$ cat src/rtl/linkRetryPkg.sv
package linkRetryPkg;

  typedef enum logic [1:0] {
    ST_LOAD = 2'd0,
    ST_SEND = 2'd1,
    ST_WAIT = 2'd2,
    ST_LOOP = 2'd3
  } ctrlState_e;

  // strobes from control to the packet store
  typedef struct packed {
    logic loadFlit;  // write source flit at write pointer
    logic wrRst;     // rewind write pointer (packet closed)
    logic rdRst;     // rewind read pointer to first flit
    logic rdStep;    // advance read pointer
  } dpStrobe_t;

endpackage

$ cat src/rtl/linkRetryBuf.sv
module linkRetryBuf
  import linkRetryPkg::*;
#(
  parameter int FLIT_W    = 8,
  parameter int MAX_FLITS = 4,
  parameter int PORT_W    = 2
) (
  input  logic              clk,
  input  logic              rstN,
  input  dpStrobe_t         strobe,
  input  logic [FLIT_W-1:0] srcFlit,
  input  logic [PORT_W-1:0] srcPort,
  output logic [FLIT_W-1:0] curFlit,
  output logic              rdLast,
  output logic              wrFull,
  output logic [PORT_W-1:0] pktPort
);

  localparam int PTR_W = (MAX_FLITS > 1) ? $clog2(MAX_FLITS) : 1;

  logic [PTR_W-1:0]  wrPtr;
  logic [PTR_W-1:0]  rdPtr;
  logic [PTR_W-1:0]  lastIdx;
  logic [FLIT_W-1:0] slot [MAX_FLITS];

  // one register per flit slot, written when the pointer selects it
  for (genvar g = 0; g < MAX_FLITS; g++) begin : g_slot
    logic slotSel;
    assign slotSel = strobe.loadFlit && (wrPtr == PTR_W'(g));
    always_ff @(posedge clk) begin
      if (slotSel) slot[g] <= srcFlit;
    end
  end

  always_ff @(posedge clk) begin
    if (!rstN) begin
      wrPtr   <= '0;
      lastIdx <= '0;
      pktPort <= '0;
    end else begin
      if (strobe.loadFlit) begin
        lastIdx <= wrPtr;
        if (wrPtr == '0) pktPort <= srcPort;
      end
      if (strobe.wrRst)         wrPtr <= '0;
      else if (strobe.loadFlit) wrPtr <= wrPtr + 1'b1;
    end
  end

  always_ff @(posedge clk) begin
    if (!rstN)              rdPtr <= '0;
    else if (strobe.rdRst)  rdPtr <= '0;
    else if (strobe.rdStep) rdPtr <= rdPtr + 1'b1;
  end

  assign curFlit = slot[rdPtr];
  assign rdLast  = (rdPtr == lastIdx);
  assign wrFull  = (wrPtr == PTR_W'(MAX_FLITS - 1));

endmodule

$ cat src/rtl/linkRetryCtrl.sv
module linkRetryCtrl
  import linkRetryPkg::*;
#(
  parameter int NACK_LIMIT = 3
) (
  input  logic      clk,
  input  logic      rstN,
  input  logic      srcValid,
  input  logic      srcLast,
  input  logic      ackIn,
  input  logic      nackIn,
  input  logic      rdLast,
  input  logic      wrFull,
  output dpStrobe_t strobe,
  output logic      srcReady,
  output logic      txValid,
  output logic      loopValid,
  output logic      doneValid,
  output logic      doneOk
);

  localparam int TRY_W = $clog2(NACK_LIMIT + 1);

  ctrlState_e       state, nextState;
  logic [TRY_W-1:0] nackCnt;
  logic             lastTry;
  logic             takeAck;
  logic             takeNack;

  assign lastTry  = (nackCnt == TRY_W'(NACK_LIMIT - 1));
  // verdicts count only while waiting; Ack has priority over Nack
  assign takeAck  = (state == ST_WAIT) && ackIn;
  assign takeNack = (state == ST_WAIT) && nackIn && !ackIn;

  always_comb begin
    strobe    = '0;
    srcReady  = 1'b0;
    txValid   = 1'b0;
    loopValid = 1'b0;
    nextState = state;
    case (state)
      ST_LOAD: begin
        srcReady = 1'b1;
        if (srcValid) begin
          strobe.loadFlit = 1'b1;
          if (srcLast || wrFull) begin
            strobe.wrRst = 1'b1;
            strobe.rdRst = 1'b1;
            nextState    = ST_SEND;
          end
        end
      end
      ST_SEND: begin
        txValid = 1'b1;
        if (rdLast) begin
          strobe.rdRst = 1'b1;
          nextState    = ST_WAIT;
        end else begin
          strobe.rdStep = 1'b1;
        end
      end
      ST_WAIT: begin
        if (takeAck) begin
          nextState = ST_LOAD;
        end else if (takeNack) begin
          strobe.rdRst = 1'b1;
          nextState    = lastTry ? ST_LOOP : ST_SEND;
        end
      end
      ST_LOOP: begin
        loopValid = 1'b1;
        if (rdLast) begin
          strobe.rdRst = 1'b1;
          nextState    = ST_LOAD;
        end else begin
          strobe.rdStep = 1'b1;
        end
      end
      default: nextState = ST_LOAD;
    endcase
  end

  always_ff @(posedge clk) begin
    if (!rstN) begin
      state     <= ST_LOAD;
      nackCnt   <= '0;
      doneValid <= 1'b0;
      doneOk    <= 1'b0;
    end else begin
      state     <= nextState;
      if (state == ST_LOAD) nackCnt <= '0;
      else if (takeNack)    nackCnt <= nackCnt + 1'b1;
      doneValid <= takeAck || ((state == ST_LOOP) && rdLast);
      doneOk    <= takeAck;
    end
  end

endmodule

$ cat src/rtl/linkRetryTx.sv
module linkRetryTx
  import linkRetryPkg::*;
#(
  parameter int FLIT_W     = 8,
  parameter int MAX_FLITS  = 4,
  parameter int PORT_W     = 2,
  parameter int NACK_LIMIT = 3
) (
  input  logic              clk,
  input  logic              rstN,
  input  logic              srcValid,
  output logic              srcReady,
  input  logic [FLIT_W-1:0] srcFlit,
  input  logic              srcLast,
  input  logic [PORT_W-1:0] srcPort,
  output logic              txValid,
  output logic [FLIT_W-1:0] txFlit,
  output logic              txLast,
  input  logic              ackIn,
  input  logic              nackIn,
  output logic              loopValid,
  output logic [FLIT_W-1:0] loopFlit,
  output logic              loopLast,
  output logic              doneValid,
  output logic              doneOk,
  output logic [PORT_W-1:0] donePort
);

  dpStrobe_t         strobe;
  logic [FLIT_W-1:0] curFlit;
  logic              rdLast;
  logic              wrFull;
  logic [PORT_W-1:0] pktPort;

  linkRetryCtrl #(.NACK_LIMIT(NACK_LIMIT)) u_ctrl (
    .clk(clk), .rstN(rstN), .srcValid(srcValid), .srcLast(srcLast),
    .ackIn(ackIn), .nackIn(nackIn), .rdLast(rdLast), .wrFull(wrFull),
    .strobe(strobe), .srcReady(srcReady), .txValid(txValid),
    .loopValid(loopValid), .doneValid(doneValid), .doneOk(doneOk)
  );

  linkRetryBuf #(.FLIT_W(FLIT_W), .MAX_FLITS(MAX_FLITS), .PORT_W(PORT_W)) u_buf (
    .clk(clk), .rstN(rstN), .strobe(strobe), .srcFlit(srcFlit),
    .srcPort(srcPort), .curFlit(curFlit), .rdLast(rdLast),
    .wrFull(wrFull), .pktPort(pktPort)
  );

  assign txFlit   = curFlit;
  assign loopFlit = curFlit;
  assign txLast   = txValid && rdLast;
  assign loopLast = loopValid && rdLast;
  assign donePort = pktPort;

endmodule

$ cat config.mk
export PLATFORM = sky130hd
export DESIGN_NAME = linkRetryTx
export DESIGN_NICKNAME = d
export VERILOG_FILES = /design/src/rtl/linkRetryPkg.sv /design/src/rtl/linkRetryBuf.sv /design/src/rtl/linkRetryCtrl.sv /design/src/rtl/linkRetryTx.sv
export SDC_FILE = /design/constraint.sdc
export NUM_CORES = 1
export LEC_CHECK = 0
export BUFFER_PORTS_ARGS = -buffer_cell sky130_fd_sc_hd__buf_2
export CAP_MARGIN = 20
export CELL_PAD_IN_SITES_DETAIL_PLACEMENT = 1
export CELL_PAD_IN_SITES_GLOBAL_PLACEMENT = 2
export CORE_MARGIN = 10
export CORE_UTILIZATION = 37
export CTS_CLUSTER_DIAMETER = 80
export DETAILED_ROUTE_END_ITERATION = 6
export PLACE_DENSITY = 0.8
export SYNTH_ARGS = -nofsm -noshare
export SYNTH_HDL_FRONTEND = slang
export SYNTH_SLANG_ARGS = --single-unit
$ cat constraint.sdc
create_clock -name clk -period 1.9 [get_ports clk]
set_clock_uncertainty 0.05 [all_clocks]
set_input_delay 0.19 -clock clk [delete_from_list [all_inputs] [get_ports clk]]
set_output_delay 0.19 -clock clk [all_outputs]
set_load 0.02 [all_outputs]
==> results of run 1 <==
final timing paths:
| path | slack [ns] | start | cells after the start | end |
|---|---|---|---|---|
| hold / removal | 0.06 | srcFlit[1] | 1 | u_buf.slot[1][1] |
| setup / recovery | 0.12 | flip-flop | 3 | loopFlit[5] |
| hold reg to reg | 0.44 | u_ctrl.nackCnt[1] | 2 | u_ctrl.nackCnt[1] |
| setup reg to reg | 0.31 | u_ctrl.state[1] | 2 | u_buf.slot[3][3] |
power by group through the flow:
| stage | clock network (µW) | logic (µW) | registers [µW] |
|---|---|---|---|
| after floorplan | 0 | 182 | 1200 |
| after global placement | 0 | 254 | 1200 |
| after detailed placement | 0 | 263 | 1210 |
| after CTS | 738 | 264 | 1180 |
| after global routing | 785 | 283 | 1190 |
| final | 717 | 256 | 1180 |
worst max-delay path, cell delays in order (launching register included):
cell and delay, ns:
sky130_fd_sc_hd__dfxtp_1 0.32, sky130_fd_sc_hd__buf_4 0.21, sky130_fd_sc_hd__mux4_2 0.54, sky130_fd_sc_hd__buf_2 0.18
logic make-up (layout without fill, tap and decap cells):
group           count (synthesis)  count (layout)  synth area share
compound gates                 13              13            0.0510
xor+xnor                        5               5            0.0215
fa+ha+maj                       5               5            0.0307
buf+inv                        18              58            0.0529
flops                          48              48             0.629
mux                            14              14             0.118
simple gates                   35              35            0.0965
layer usage:
metal  wire, µm  up-vias
li1           -      583
met3        327        4
met4         29        0
met1       1700      582
met2       2310       29
met5          0        -
Yosys cell counts, drive strengths merged:
library cell | count | area share
a311o | 1 | 0.0049
mux4 | 8 | 0.089
buf | 12 | 0.042
mux2i | 6 | 0.030
o211ai | 1 | 0.0061
nor3b | 1 | 0.0092
inv | 6 | 0.011
nand3 | 3 | 0.0074
nand4 | 1 | 0.0031
o22ai | 2 | 0.0061
a221oi | 1 | 0.0074
nand2 | 5 | 0.0092
and2 | 4 | 0.012
edfxtp | 32 | 0.47
a21oi | 4 | 0.0098
nor2 | 11 | 0.020
dfxtp | 16 | 0.16
nor3 | 2 | 0.0049
o21ai | 2 | 0.0049
and4bb | 1 | 0.0061
o32ai | 1 | 0.0043
or3 | 1 | 0.0031
xor2 | 2 | 0.0086
a2111oi | 1 | 0.0074
nand2b | 3 | 0.0092
xnor2 | 3 | 0.013
ha | 5 | 0.031
and3 | 2 | 0.0061
nand4bb | 1 | 0.0055
per-stage QoR:
| step | worst slack (ns) | area, µm² | power, µW |
|---|---|---|---|
| 2_1_floorplan | 0.340 | 2040 | 1380 |
| 3_3_place_gp | 0.342 | 2270 | 1450 |
| 3_5_place_dp | 0.253 | 2270 | 1470 |
| 4_1_cts | 0.0797 | 2380 | 2180 |
| 5_1_grt | 0.0271 | 2380 | 2260 |
| 6_report | 0.116 | 2380 | 2150 |
repair_timing:
action,4_1_cts,5_1_grt
setup endpoints to repair,0,1
resized for setup,0,1
buffers inserted,0,0
hold buffers,0,0
cell type report:
cell class | count | share of cell area
sequential | 48 | 0.539
multi-input combinational | 72 | 0.272
timing repair buffer | 44 | 0.0968
tap | 70 | 0.0368
clock buffer | 6 | 0.0305
clock inverter | 2 | 0.0147
inverter | 6 | 0.00947
sequential cells by signal, summed over array words and instances, names as in the netlist, named ones only:
name / count
u_buf.pktPort: 2
u_buf.slot: 32
u_ctrl.state: 2
u_buf.wrPtr: 2
u_buf.rdPtr: 2
u_ctrl.doneOk: 1
u_ctrl.nackCnt: 2
u_ctrl.doneValid: 1
u_buf.lastIdx: 2
==> metrics.md, run 1 <==
| Metric | Value |
|---|---|
| Clock tree root driver cell | sky130_fd_sc_hd__clkbuf_8 |
| Static power due to leakage | 0.000895 µW |
| M2 GR Usage | 0.185 |
| Via count of the first global-routing pass | 1389 |
| Count of H-tree levels built during CTS | 2 |
| Number of warning messages in the yosys log | 0 |
| Crit Path Max Fanout | 8 |
| Number of DRC violations after detailed routing | 0 |
| Horiz. Die Dim | 94.2 µm |
| CTS clk-pin slew, worst paths | 0.09 ns |
| Transition time at the pin with the least slew margin | 0.493 ns |
| Critical path start-end classification | reg2out |
| Final Core Density | 0.457 |
| Overall Global Routing Usage | 0.106 |
| Floorplan core area | 5200 µm² |
| Post-Syn Instances | 138 |
| Antenna diodes | 0 |
| I/O Pins | 41 |
| Result of the run | completed |
| Worst VDD drop | 0.317 mV |
| Number of storage elements in the synthesis netlist | 48 |
| Most frequent standard cell in the layout excluding fill and tap cells | sky130_fd_sc_hd__buf_2 |
| WL/cell | 17.6 µm |
| First-pass GRT wire length | 7220 µm |
| Number of hold-slack violations in the final timing report | 0 |
| Number of CTS-inserted buffers | 5 |
| Total vias in the final route | 1198 |
| Average vias per placed instance | 4.83 |
| GR met1 Demand/Resource | 0.110 |
| Switching power share of the total | 0.237 |
| Count of nets after finishing | 198 |
| Routed wire length | 4370 µm |
| Weighted congestion at the end of routability-driven global placement | 0.818 |
| Post-route minimum period | 1.78 ns |
| Residual overflow from global routing | 0 |
| Total number of clock tree sinks | 48 |
| Initial drt markers | 49 |
| Design internal power | 1640 µW |
| P per Cell Area | 906 nW/µm² |
| TNS Setup | 0 ns |
| CP Capture Type | output pin |
| Setup repair after global routing missed its margin | false |
| Final standard cell count with taps included and fillers excluded | 248 |
| Clock power share | 0.333 |
| Total net switching power | 509 µW |
| Total instance count after detailed placement | 240 |
| Highest-count cells in the layout ignoring fill and taps | 40 x sky130_fd_sc_hd__buf_2, 32 x sky130_fd_sc_hd__edfxtp_1, 15 x sky130_fd_sc_hd__dfxtp_1 |
| Class of the tightest hold or removal check | in2reg |
| Worst hold margin | 0.0558 ns |
| Area overhead of the layout relative to synthesis | 16.8% |
| Register area | 1280 µm² |
| Later-pin clock latency in the skew report | 0.30 ns |
| TritonCTS clock tree | yes |
| Final period utilization | 0.939 |
| Syn Nets | 159 |
| Pre-antenna DRT Iters | 4 |
| Total area of multi-input combinational cells | 647 µm² |
| Final number of max-transition violations | 0 |
| Initial core utilization | 0.391 |
| Average cell area after synthesis | 14.8 µm² |
| Cell area after synthesis | 2040 µm² |
| Combinational fraction of design power | 0.119 |
| Proportion of layout cells with a drive suffix above 1 | 0.371 |
| Total half-perimeter wirelength after legalization and detailed placement | 3410 µm |
| Seq pwr share | 0.548 |
| Maximum number of buffers from clock root to sink | 2 |
| Port Buffer Count | 40 |
| Kind of launch point of the worst setup path | flip-flop |
| Number of antenna violations at the first check in global routing | 0 |
| Cell row count | 26 |
| Height of the die | 94.2 µm |
| Maximum number of pins on one net before global-route repair | 15 |
| Post-synthesis sequential area ratio | 0.629 |
| Final antenna-violating net count | 0 |
| Required time of the worst setup path | 1.66 ns |
| Global-route track usage on met3 | 0.0480 |
| Max capacitance violation total | 0 |
| Final count of negative-setup-slack endpoints | 0 |
| Highest clock rate | 561 MHz |
| Max-Slew Margin vs Limit | 0.671 |
| Distinct cell type count of the synthesized netlist | 33 |
| Most Crowded Layer GR | met2 |
| Area enclosed by the die boundary | 8870 µm² |
| Filler Cells Inserted | 550 |
| Arr. time, crit path | 1.54 ns |
Note: power is estimated with default switching activity, not from simulation.
==> inputs of run 2 (changes only) <==
--- a/config.mk
+++ b/config.mk
@@ -13,7 +13,8 @@
 export CORE_UTILIZATION = 37
 export CTS_CLUSTER_DIAMETER = 80
 export DETAILED_ROUTE_END_ITERATION = 6
-export PLACE_DENSITY = 0.8
+export PLACE_DENSITY = 0.79
 export SYNTH_ARGS = -nofsm -noshare
 export SYNTH_HDL_FRONTEND = slang
+export SYNTH_HIERARCHICAL = 1
 export SYNTH_SLANG_ARGS = --single-unit
==> run 2 against run 1 <==
Effect of this change: first-iteration DRC count up 10%; largest cell class unchanged; critical path type unchanged; wire length down 6.8%; die area up 0.57%; hold slack better by 0.0050 ns; clock power up 22%; power up 14%; sequential cell count unchanged; non-clock buffer count down 1; worst setup slack better by 0.0076 ns.
==> metrics.md, run 2 <==
| Metric | Value |
|---|---|
| Clock tree root driver cell | sky130_fd_sc_hd__clkbuf_8 |
| Later-pin clock latency in the skew report | 0.29 ns |
| Total number of clock tree sinks | 48 |
| Maximum number of pins on one net before global-route repair | 17 |
| Average cell area after synthesis | 15.2 µm² |
| Max capacitance violation total | 0 |
| First-pass GRT wire length | 6440 µm |
| Transition time at the pin with the least slew margin | 0.460 ns |
| Number of CTS-inserted buffers | 5 |
| Crit Path Max Fanout | 8 |
| Residual overflow from global routing | 0 |
| EDFF count, synth | 32 |
| Floorplan core area | 5440 µm² |
| Final antenna-violating net count | 0 |
| Height of the die | 94.4 µm |
| Number of antenna violations at the first check in global routing | 0 |
| WL/cell | 16.5 µm |
| Post-synthesis sequential area ratio | 0.625 |
| Total vias in the final route | 1195 |
| Commonest register cell after synthesis | sky130_fd_sc_hd__edfxtp_1 |
| Average vias per placed instance | 4.86 |
| Hold path start | srcFlit[3] |
| Port Buffer Count | 40 |
| Count of nets after finishing | 194 |
| Top cells by area, synth | sky130_fd_sc_hd__edfxtp_1 47%, sky130_fd_sc_hd__dfxtp_1 16%, sky130_fd_sc_hd__mux4_2 8.8% |
| Largest reg by FF count | u_buf/slot |
| Cell row count | 27 |
| Worst reg2reg path endpoint | u_buf/slot[1][2] |
| Post-route minimum period | 1.78 ns |
| Slack of the worst reg-to-reg path | 0.25 ns |
| GR met1 Demand/Resource | 0.114 |
| Max-Slew Margin vs Limit | 0.693 |
| Initial drt markers | 54 |
| Maximum number of buffers from clock root to sink | 2 |
| M2 GR Usage | 0.147 |
| Area overhead of the layout relative to synthesis | 17.4% |
| R2R cell count | 3 |
| Critical path start-end classification | reg2out |
| Number of hold-slack violations in the final timing report | 0 |
| Proportion of layout cells with a drive suffix above 1 | 0.374 |
| Class of the tightest hold or removal check | in2reg |
| Highest-count cells in the layout ignoring fill and taps | 40 x sky130_fd_sc_hd__buf_2, 32 x sky130_fd_sc_hd__edfxtp_1, 16 x sky130_fd_sc_hd__dfxtp_1 |
| TNS Setup | 0 ns |
| Worst r2r src | u_ctrl/state[1] |
| Area share of the largest cell type after synthesis | 0.469 |
| Cell with the most instances after synthesis | sky130_fd_sc_hd__edfxtp_1 |
| Setup repair after global routing missed its margin | false |
| Overall Global Routing Usage | 0.0912 |
| Distinct cell type count of the synthesized netlist | 34 |
| Kind of launch point of the worst setup path | flip-flop |
| Setup slack after layout | 0.124 ns |
| Total Power Consumption | 2460 µW |
| Worst VDD drop | 0.357 mV |
| Number of warning messages in the yosys log | 6 |
| Number of DRC violations after detailed routing | 0 |
| Area enclosed by the die boundary | 8920 µm² |
| Hold buffer count at CTS | 0 |
| Initial core utilization | 0.377 |
| CTS clk-pin slew, worst paths | 0.09 ns |
| Most frequent standard cell in the layout excluding fill and tap cells | sky130_fd_sc_hd__buf_2 |
| Destination of the worst hold path | u_buf/slot[0][3] |
| Horiz. Die Dim | 94.4 µm |
| TritonCTS clock tree | yes |
| Final period utilization | 0.935 |
| Final count of negative-setup-slack endpoints | 0 |
| Antenna diodes | 0 |
| I/O Pins | 41 |
| Number of cells upsized or downsized after cts | 0 |
| Static power due to leakage | 0.000924 µW |
| CP Capture Type | output pin |
| Count of H-tree levels built during CTS | 2 |
| Most Crowded Layer GR | met2 |
| Weighted congestion at the end of routability-driven global placement | 0.716 |
| Arr. time, crit path | 1.54 ns |
| Cell area after synthesis | 2050 µm² |
| Post-CTS setup buffers | 0 |
| Number of flip-flops in the largest register | 32 |
| Via count of the first global-routing pass | 1266 |
| Result of the run | completed |
| Worst Setup Slack post-DPL | 0.261 ns |
| Highest clock rate | 563 MHz |
| Pre-antenna DRT Iters | 4 |
| Total half-perimeter wirelength after legalization and detailed placement | 3210 µm |
| Number of storage elements in the synthesis netlist | 48 |
| P per Cell Area | 1020 nW/µm² |
| Top cell types by occurrence after synthesis | 32 x sky130_fd_sc_hd__edfxtp_1, 16 x sky130_fd_sc_hd__dfxtp_1, 9 x sky130_fd_sc_hd__and2_1, 9 x sky130_fd_sc_hd__nor2_1 |
| Required time of the worst setup path | 1.66 ns |
| Routed wire length | 4070 µm |
| Post-Syn Instances | 135 |
| Final number of max-transition violations | 0 |
| Leading area contributor after synthesis | sky130_fd_sc_hd__edfxtp_1 |
| Cell depth of the worst min-delay path | 1 |
| Syn Nets | 156 |
| Global-route track usage on met3 | 0.0278 |
| Fraction of synthesis flops using an asynchronous set or reset pin | 0 |
run 2: cell types whose count changed in the layout (fill, tap and decap cells not counted), moves of 2 or more:
cell,before,now
sky130_fd_sc_hd__a21oi_1,4,1
sky130_fd_sc_hd__nand3_1,3,0
sky130_fd_sc_hd__nand2_1,5,1
sky130_fd_sc_hd__o22ai_1,2,0
sky130_fd_sc_hd__o21a_1,0,2
sky130_fd_sc_hd__nor2b_1,0,4
sky130_fd_sc_hd__inv_2,2,0
sky130_fd_sc_hd__nor2_1,11,9
sky130_fd_sc_hd__a21boi_0,0,2
sky130_fd_sc_hd__a211oi_2,0,2
sky130_fd_sc_hd__and2_1,4,9
run 2: cells by family after synthesis:
| family | Yosys count | share of synthesized area |
|---|---|---|
| xor gates and xnor gates | 5 | 0.0214 |
| adders and majority gates | 5 | 0.0305 |
| and+or+nand+nor | 34 | 0.104 |
| muxes | 13 | 0.112 |
| buffers and inverters | 16 | 0.0525 |
| AOI/OAI and AO/OA | 14 | 0.0549 |
| DFF | 48 | 0.625 |
run 2: worst max-delay path by stage:
stage,slack (ns),end,startpoint,cells past startpoint
6_report,0.12,txFlit[1],flip-flop,3
5_1_grt,0.04,txFlit[1],flip-flop,3
4_1_cts,0.09,txFlit[1],flip-flop,3
3_5_place_dp,0.26,u_buf/slot[1][3],u_ctrl/state[1],3
3_3_place_gp,0.31,flip-flop,u_buf/wrPtr[0],5
2_1_floorplan,0.1,u_buf/slot[0][0],u_ctrl/state[0],5
run 2: layer usage:
metal,vias up,wire length [µm]
li1,560,-
met1,592,1750
met2,38,1940
met3,5,322
met4,0,55
met5,-,0
run 2: critical path: stages (launching register included):
cell	delay (ns)
sky130_fd_sc_hd__dfxtp_1	0.32
sky130_fd_sc_hd__buf_4	0.19
sky130_fd_sc_hd__mux4_2	0.54
sky130_fd_sc_hd__buf_2	0.18
run 2: area by class of cell:
| class | instances | area (µm²) |
|---|---|---|
| clock buffer | 5 | 68.8 |
| clock inverter | 3 | 68.8 |
| fill | 585 | 3030 |
| inverter | 4 | 15.0 |
| multi-input combinational | 71 | 662 |
| sequential | 48 | 1280 |
| tap | 72 | 90.1 |
| timing repair buffer | 43 | 223 |
run 2: power by group:
group          total (µW)  switching [µW]  leakage [µW]  internal, µW
clock network         876             346     0.0000687           530
registers            1210            28.4      0.000422          1180
logic                 383             233      0.000433           150
total                2460             607      0.000924          1860
run 2: per-stage QoR:
stage                     area, µm²  std cells  hold slack [ns]  utilization
after floorplan                2050        135            0.239            -
after global placement         2270        238            0.365        0.418
after detailed placement       2270        238            0.368        0.418
after CTS                      2410        246           0.0529        0.443
after global routing           2410        246           0.0552        0.443
final                          2410        246           0.0608        0.443
==> inputs of run 3 (changes only) <==
--- a/config.mk
+++ b/config.mk
@@ -13,7 +13,7 @@
 export CORE_UTILIZATION = 37
 export CTS_CLUSTER_DIAMETER = 80
 export DETAILED_ROUTE_END_ITERATION = 6
-export PLACE_DENSITY = 0.79
+export PLACE_DENSITY = 0.76
 export SYNTH_ARGS = -nofsm -noshare
 export SYNTH_HDL_FRONTEND = slang
 export SYNTH_HIERARCHICAL = 1
==> run 3 against run 2 <==
Effect of this change: sequential cell count unchanged; via count decreased by 3.8%; clock-buffer cell count increased by 1; maximum frequency increased by 0.16%; critical endpoint is now loopFlit[7]; largest power group unchanged; highest routed layer unchanged.
==> metrics.md, run 3 (same netlist as run 2, synthesis figures left out) <==
| Metric | Value |
|---|---|
| Result of the run | completed |
| Most frequent standard cell in the layout excluding fill and tap cells | sky130_fd_sc_hd__buf_2 |
| Area enclosed by the die boundary | 8920 µm² |
| Count of H-tree levels built during CTS | 2 |
| Setup repair after global routing missed its margin | false |
| Number of CTS-inserted buffers | 5 |
| Worst VDD drop | 0.284 mV |
| Height of the die | 94.4 µm |
| Initial drt markers | 32 |
| Number of antenna violations at the first check in global routing | 0 |
| Total net switching power | 581 µW |
| Switching power share of the total | 0.268 |
| Count of nets after finishing | 195 |
| Required time of the worst setup path | 1.66 ns |
| Average vias per placed instance | 4.66 |
| Weighted congestion at the end of routability-driven global placement | 0.746 |
| Final number of max-transition violations | 0 |
| Post-placement cell area | 2280 µm² |
| Area overhead of the layout relative to synthesis | 15.2% |
| Static power due to leakage | 0.000898 µW |
| Total vias in the final route | 1150 |
| Class of the tightest hold or removal check | in2reg |
| Later-pin clock latency in the skew report | 0.29 ns |
| CP Capture Type | output pin |
| Number of cells upsized or downsized after cts | 0 |
| Final count of negative-setup-slack endpoints | 0 |
| Highest clock rate | 564 MHz |
| Critical path start-end classification | reg2out |
| Post-CTS setup buffers | 0 |
| Number of flip-flops in the largest register | 32 |
| R2R cell count | 5 |
| Highest-count cells in the layout ignoring fill and taps | 40 x sky130_fd_sc_hd__buf_2, 32 x sky130_fd_sc_hd__edfxtp_1, 16 x sky130_fd_sc_hd__dfxtp_1 |
| Pre-antenna DRT Iters | 4 |
| Residual overflow from global routing | 0 |
| Maximum number of pins on one net before global-route repair | 15 |
| Proportion of layout cells with a drive suffix above 1 | 0.366 |
| Worst r2r src | u_buf/wrPtr[0] |
| Port Buffer Count | 40 |
| Cell depth of the worst min-delay path | 1 |
| I/O Pins | 41 |
| Number of hold-slack violations in the final timing report | 0 |
| Max capacitance violation total | 0 |
| Arr. time, crit path | 1.53 ns |
| Hold buffer count at CTS | 0 |
| Final antenna-violating net count | 0 |
| CTS clk-pin slew, worst paths | 0.09 ns |
| Antenna diodes | 0 |
| Crit Path Max Fanout | 8 |
| Summed area of non-filler cells in the final layout | 2360 µm² |
| Largest reg by FF count | u_buf/slot |
| Final Core Density | 0.434 |
| Overall Global Routing Usage | 0.0956 |
| Total number of clock tree sinks | 48 |
| Floorplan core area | 5440 µm² |
| Cell row count | 27 |
| Transition time at the pin with the least slew margin | 0.443 ns |
| Max-Slew Margin vs Limit | 0.705 |
| Final standard cell count with taps included and fillers excluded | 247 |
| Maximum number of buffers from clock root to sink | 2 |
| WL/cell | 16.1 µm |
| Combinational fraction of design power | 0.179 |
| First-pass GRT wire length | 6560 µm |
| Total instance count after detailed placement | 239 |
| Clock tree root driver cell | sky130_fd_sc_hd__clkbuf_8 |
| Routed wire length | 3990 µm |
| Initial core utilization | 0.377 |
| Post-route minimum period | 1.77 ns |
| Clock power share | 0.264 |
| Total half-perimeter wirelength after legalization and detailed placement | 3130 µm |
| Destination of the worst hold path | u_buf/slot[3][7] |
| TNS Setup | 0 ns |
| P per Cell Area | 919 nW/µm² |
| Via count of the first global-routing pass | 1272 |
| Seq pwr share | 0.556 |
| Kind of launch point of the worst setup path | flip-flop |
| TritonCTS clock tree | yes |
| Number of DRC violations after detailed routing | 0 |
| Design internal power | 1590 µW |
| Hold path start | srcFlit[7] |
| Horiz. Die Dim | 94.4 µm |
| Final period utilization | 0.933 |
| Slack of the worst reg-to-reg path | 0.29 ns |
run 3: metrics by stage:
stage	setup slack, ns	power [µW]	hold slack, ns
floorplan	0.0989	1510	0.239
global placement	0.308	1610	0.362
detailed placement	0.279	1630	0.367
CTS	0.0938	2210	0.0552
global route	0.0217	2290	0.0478
finish	0.127	2170	0.0661
run 3: metal layers:
metal	GRT usage	share of wire
met4	0.0418	0.0075
met3	0.0412	0.067
met2	0.153	0.51
met1	0.109	0.41
met5	0	0
run 3: power by group through the flow:
stage	Sequential [µW]	Clock, µW	Combinational (µW)
after floorplan	1230	0	282
after global placement	1230	0	386
after detailed placement	1230	0	398
after CTS	1210	601	399
after global routing	1220	648	429
final	1210	573	389
run 3: worst max-delay path, cell delays in order, from the launching register on:
cell                      delay (ns)
sky130_fd_sc_hd__dfxtp_1        0.32
sky130_fd_sc_hd__buf_4          0.20
sky130_fd_sc_hd__mux4_2         0.55
sky130_fd_sc_hd__buf_2          0.18
run 3: final cells by class:
cell class	count	area (µm²)
multi-input combinational	71	662
inverter	4	15.0
fill	584	3080
clock buffer	6	72.6
tap	72	90.1
sequential	48	1280
timing repair buffer	44	230
clock inverter	2	11.3
run 3: how the worst max path moves through the flow:
stage | end | slack (ns) | cells past startpoint
final | loopFlit[7] | 0.13 | 3
after global routing | loopFlit[7] | 0.02 | 3
after CTS | txFlit[7] | 0.09 | 3
after detailed placement | flip-flop | 0.28 | 5
after global placement | flip-flop | 0.31 | 5
after floorplan | u_buf/slot[0][0] | 0.1 | 5
